--- config.mk ---
export PLATFORM = sky130hd
export DESIGN_NAME = sync_framer_rx
export DESIGN_NICKNAME = d
export VERILOG_FILES = /design/src/rtl/sfr_pkg.sv /design/src/rtl/sfr_window.sv /design/src/rtl/sfr_align.sv /design/src/rtl/sfr_outreg.sv /design/src/rtl/sync_framer_rx.sv
export SDC_FILE = /design/constraint.sdc
export NUM_CORES = 1
export LEC_CHECK = 0
export ABC_AREA = 1
export BUFFER_PORTS_ARGS = -buffer_cell sky130_fd_sc_hd__buf_2
export CAP_MARGIN = 10
export CORE_MARGIN = 5
export CORE_UTILIZATION = 55
export CTS_BUF_LIST = sky130_fd_sc_hd__clkbuf_4
export CTS_CLUSTER_DIAMETER = 100
export DETAILED_ROUTE_END_ITERATION = 8
export PLACE_DENSITY = 0.79
export SYNTH_ARGS = -nofsm -noshare
export SYNTH_HDL_FRONTEND = slang
export SYNTH_SLANG_ARGS = --single-unit
--- constraint.sdc ---
create_clock -name clk -period 1.7 [get_ports clk]
set_clock_uncertainty 0.1 [all_clocks]
set_input_delay 0.085 -clock clk [delete_from_list [all_inputs] [get_ports clk]]
set_output_delay 0.085 -clock clk [all_outputs]
set_load 0.01 [all_outputs]
--- src/rtl/sfr_pkg.sv ---
package sfr_pkg;
  typedef enum logic {
    ST_HUNT = 1'b0,
    ST_SYNC = 1'b1
  } sfr_state_t;

  localparam int unsigned SFR_DEF_WIDTH = 8;
endpackage

--- src/rtl/sfr_window.sv ---
module sfr_window #(
  parameter int unsigned W         = 8,
  parameter bit          MSB_FIRST = 1'b1
) (
  input  logic         clk,
  input  logic         rst_n,
  input  logic         bit_en,
  input  logic         bit_in,
  output logic [W-1:0] win_next,
  output logic         win_full_next
);
  localparam int unsigned FW = $clog2(W + 1);
  localparam logic [FW-1:0] FILL_LAST = FW'(W - 1);
  localparam logic [FW-1:0] FILL_MAX  = FW'(W);

  logic [W-1:0]  win_q;
  logic [FW-1:0] fill_q;

  generate
    if (MSB_FIRST) begin : g_msb
      assign win_next = {win_q[W-2:0], bit_in};
    end else begin : g_lsb
      assign win_next = {bit_in, win_q[W-1:1]};
    end
  endgenerate

  assign win_full_next = (fill_q >= FILL_LAST);

  always_ff @(posedge clk or negedge rst_n) begin
    if (!rst_n) begin
      win_q  <= '0;
      fill_q <= '0;
    end else if (bit_en) begin
      win_q <= win_next;
      if (fill_q != FILL_MAX) fill_q <= fill_q + 1'b1;
    end
  end
endmodule

--- src/rtl/sfr_align.sv ---
module sfr_align
  import sfr_pkg::*;
#(
  parameter int unsigned W = 8
) (
  input  logic         clk,
  input  logic         rst_n,
  input  logic         bit_en,
  input  logic         hunt_req,
  input  logic [W-1:0] win_next,
  input  logic         win_full_next,
  input  logic [W-1:0] sync_pat,
  output logic         byte_stb,
  output logic         in_sync,
  output logic         sync_det
);
  localparam int unsigned CW = (W > 1) ? $clog2(W) : 1;
  localparam logic [CW-1:0] CNT_LAST = CW'(W - 1);

  sfr_state_t  state_q;
  logic [CW-1:0] cnt_q;
  logic        match;
  logic        step;
  logic        boundary;
  logic        acquire;
  logic        fill_hit;

  assign match    = (win_next == sync_pat);
  assign step     = bit_en && !hunt_req;
  assign boundary = (state_q == ST_SYNC) && (cnt_q == CNT_LAST);
  assign acquire  = step && (state_q == ST_HUNT) && win_full_next && match;
  assign fill_hit = step && boundary && match;
  assign byte_stb = step && boundary && !match;

  always_ff @(posedge clk or negedge rst_n) begin
    if (!rst_n) begin
      state_q  <= ST_HUNT;
      cnt_q    <= '0;
      sync_det <= 1'b0;
    end else begin
      sync_det <= acquire || fill_hit;
      if (hunt_req) begin
        state_q <= ST_HUNT;
        cnt_q   <= '0;
      end else if (acquire) begin
        state_q <= ST_SYNC;
        cnt_q   <= '0;
      end else if (step && state_q == ST_SYNC) begin
        cnt_q <= boundary ? '0 : cnt_q + 1'b1;
      end
    end
  end

  assign in_sync = (state_q == ST_SYNC);
endmodule

--- src/rtl/sfr_outreg.sv ---
module sfr_outreg #(
  parameter int unsigned W = 8
) (
  input  logic         clk,
  input  logic         rst_n,
  input  logic         load,
  input  logic [W-1:0] load_data,
  input  logic         out_ready,
  output logic [W-1:0] out_data,
  output logic         out_valid
);
  always_ff @(posedge clk or negedge rst_n) begin
    if (!rst_n) begin
      out_data  <= '0;
      out_valid <= 1'b0;
    end else if (load) begin
      out_data  <= load_data;
      out_valid <= 1'b1;
    end else if (out_valid && out_ready) begin
      out_valid <= 1'b0;
    end
  end
endmodule

--- src/rtl/sync_framer_rx.sv ---
module sync_framer_rx #(
  parameter int unsigned W         = sfr_pkg::SFR_DEF_WIDTH,
  parameter bit          MSB_FIRST = 1'b1
) (
  input  logic         clk,
  input  logic         rst_n,
  input  logic         bit_en,
  input  logic         bit_in,
  input  logic [W-1:0] sync_pat,
  input  logic         hunt_req,
  output logic [W-1:0] out_data,
  output logic         out_valid,
  input  logic         out_ready,
  output logic         in_sync,
  output logic         sync_det
);
  logic [W-1:0] win_next;
  logic         win_full_next;
  logic         byte_stb;

  sfr_window #(.W(W), .MSB_FIRST(MSB_FIRST)) u_window (
    .clk           (clk),
    .rst_n         (rst_n),
    .bit_en        (bit_en),
    .bit_in        (bit_in),
    .win_next      (win_next),
    .win_full_next (win_full_next)
  );

  sfr_align #(.W(W)) u_align (
    .clk           (clk),
    .rst_n         (rst_n),
    .bit_en        (bit_en),
    .hunt_req      (hunt_req),
    .win_next      (win_next),
    .win_full_next (win_full_next),
    .sync_pat      (sync_pat),
    .byte_stb      (byte_stb),
    .in_sync       (in_sync),
    .sync_det      (sync_det)
  );

  sfr_outreg #(.W(W)) u_out (
    .clk       (clk),
    .rst_n     (rst_n),
    .load      (byte_stb),
    .load_data (win_next),
    .out_ready (out_ready),
    .out_data  (out_data),
    .out_valid (out_valid)
  );
endmodule

==> summary.md <==
| Metric | Value |
|---|---|
| # rows | `17` |
| Worst-path clk slew | `0.13 ns` |
| Critical path launch point | `u_align.cnt_q[0]` |
| Latest clock arrival within the worst-skew pair | `0.32 ns` |
| Crit Path Max Fanout | `10` |
| Post-synth cell types | `22` |
| CTS max path bufs | `2` |
| Hold Vio Cnt, Final | `0` |
| Status | `complete, no violations` |
| Unrepaired setup endpoints after global routing | `no` |
| Crit-path leading delay family | `simple AND/OR/NAND/NOR gates` |
| Fillers | `~180` |
| Initial core utilization | `a little under three fifths` |
| Top post-synthesis cells by area | `dfrtp_1, nand2_1, xnor2_1` |
| RD Place Congestion | `between 0.8 and 0.9` |
| CP cell instances | `ha_1 > ha_1 > nand2_1 > nor2_4 > nand2_4 > nand2_1 > nand2_1` |
| FF+latch count, synth | `25` |
| Minimum clock period | `1.457 ns` |
| Setup crit end kind | `flop` |
| Fin. max-slew vios | `0` |
| Final core occ | `66.16%` |
| Initial DRC Count | `16` |
| Setup CP Type | `reg -> reg` |
| Rel. slew slack | `between 60% and 70%` |
| Reg2reg path depth | `7` |
| Seq/Total Area, Yosys | `between 50 and 60%` |
| TritonCTS clock tree | `yes` |
| Cell area after synthesis | `1210 um^2` |
| Hold Slack | `0.02276 ns` |
| PD cells | `888.7 nW/um^2` |
| Syn-to-layout area delta | `17.48%` |
| CTS sink count | `25` |
| Core footprint | `2148 um^2` |
| Synth Warn # | `0` |
| RR Endpoint | `u_out.out_data[6]` |
| Nets | `184` |
| Hold Path End | `u_window.win_q[5]` |
| Commonest non-fill, non-tap cell in the layout | `nand2_1` |
| CP Launch Type | `flop` |
| Post-Syn Instances | `135` |
| Antenna diodes | `0` |
| Layout cells sized above 1 | `23.64%` |
| Final wirelength | `2112 um` |
| Cell repeated most along the worst path | `nand2_1` |
| Initial antenna violation count | `0` |
| Die ar. | `3238 um^2` |
| Worst EP required | `1.83 ns` |
| Drt pass-1 iters | `5` |
| Gr usage total | `between 10% and 20%` |
| Tightest Hold Check Type | `in -> reg` |
| Endpoints failing setup | `0` |
| Die H | `56.90 um` |
| Dominant cell type by area after synthesis | `dfrtp_1` |
| Htree depth | `1` |
| VDD IR-drop max | `approximately 560 uV` |
| Ports | `25` |
| Clock root buffer | `clkbuf_4` |
| Post-CTS Setup Inserts | `0` |
| Setup_tns | `0 ns` |
| Avg WL per Cell | `10.94 um` |
| Hold Crit Depth | `2` |
| R2R setup slack | `between 0.2 and 0.25 ns` |
| CP arrival | `1.58 ns` |
| Leakage power | `0.0007852 uW` |
| Max_cap viols | `0` |
| First-pass GRT wire length | `about 3800 um` |
| Grt total ovfl | `0` |
| R2r startpoint | `u_align.cnt_q[0]` |
| Slowest Stage Delay on Critical Path | `approximately 0.38 ns` |
| Post-Syn Nets | `153` |
| Synth top area share | `between 50 and 60%` |
| Mean Syn Cell Area | `8.962 um^2` |
| Die W | `56.90 um` |
| DR vias | `926` |
| Highest clock rate | `686.2 MHz` |
| Number of buffers created by CTS | `3` |
| DR DRC count | `0` |
| Leading cell types in the layout, fill and taps excluded | `nand2_1, dfrtp_1, buf_2` |
| Antenna viol nets, final | `0` |
| Via density | `4.798` |
| PortBufs | `24` |
| Vias in the first global route | `between 800 and 900` |
| Largest net degree at the start of global routing | `26` |
| Worst slew pin tran | `approximately 0.53 ns` |
| DPL Wire Length | `1647 um` |
| Worst path slowest cell | `dfrtp_1` |
| Hold path start | `bit_en` |
| Crit path buffers/inverters | `0` |
| Final worst-path cycle share | `~86%` |
[cell usage after synthesis, drive strengths merged]
cell type,instances
nand2,43
dfrtp,25
inv,14
nor2,13
nand3,10
xnor2,7
o21ai,6
ha,4
a21oi,3
mux2,3
a22oi,1
buf,1
clkbuf,1
nand3b,1
nand4,1
nor3,1
xor2,1
[cells by family after synthesis]
kind of cell    count (synthesis)  share of synthesized area [%]
mux                             3                          2.792
compound gates                 10                          4.343
flops                          25                          51.71
xor+xnor                        8                          5.791
buf+inv                        16                          5.274
fa+ha+maj                       4                          4.137
simple gates                   69                          25.96
[per-stage QoR]
stage	power [uW]	instance area [um^2]	cells	worst slack, ns
after floorplan	929.3	1210	135	0.3663
after global placement	986.8	1354	185	0.3094
after detailed placement	1007	1354	185	0.2520
after CTS	1277	1421	193	0.2315
after global routing	1352	1421	193	0.09202
final	1263	1421	193	0.2428
[layout make-up]
cell class              count  area (um^2)  share of cell area, %
clock inverters             1        5.005                 0.3521
clock buffers               3        22.52                  1.585
repair buffers             28        160.2                  11.27
multi-input cells          94        520.5                  36.62
well taps                  28        35.03                  2.465
inverters                  14        52.55                  3.697
flip-flops and latches     25        625.6                  44.01
[per-layer routing]
layer / vias to the layer above / global-route usage, % / wire length, um
met5: - / 0 / 0
met2: 19 / 22.68 / 961
met3: 3 / 3.678 / 128
met4: 0 / 5.960 / 30
li1: 482 / - / -
met1: 422 / 20.26 / 991
[power by group]
group | internal (uW) | switching (uW)
logic | 122 | 141
registers | 668 | 71.1
clock network | 88.2 | 174
[worst reg2reg max path, stage by stage (launching register included)]
cell	delay, ns
dfrtp_1	0.38
ha_1	0.15
ha_1	0.15
nand2_1	0.08
nor2_4	0.25
nand2_4	0.12
nand2_1	0.08
nand2_1	0.04
[sequential cells by signal, indices dropped and copies added, names as in the netlist]
signal and cells:
u_out.out_valid 1, u_window.win_q 7, u_align.in_sync 1, u_out.out_data 8, u_align.sync_det 1, u_window.fill_q 4
u_align.cnt_q 3
[worst max path at each step]
| stage | endpoint | slack, ns | depth (start not counted) |
|---|---|---|---|
| final | u_out.out_data[6] | 0.24 | 7 |
| after global routing | u_out.out_data[0] | 0.09 | 7 |
| after CTS | u_out.out_data[6] | 0.23 | 7 |
| after detailed placement | u_out.out_data[6] | 0.25 | 7 |
| after global placement | u_out.out_data[7] | 0.31 | 7 |
| after floorplan | u_out.out_data[0] | 0.37 | 7 |
[what timing repair did]
action,in CTS,in global routing
resized for setup,0,0
hold buffers,4,0
hold endpoints to repair,32,0
(Power assumes the default switching activity.)
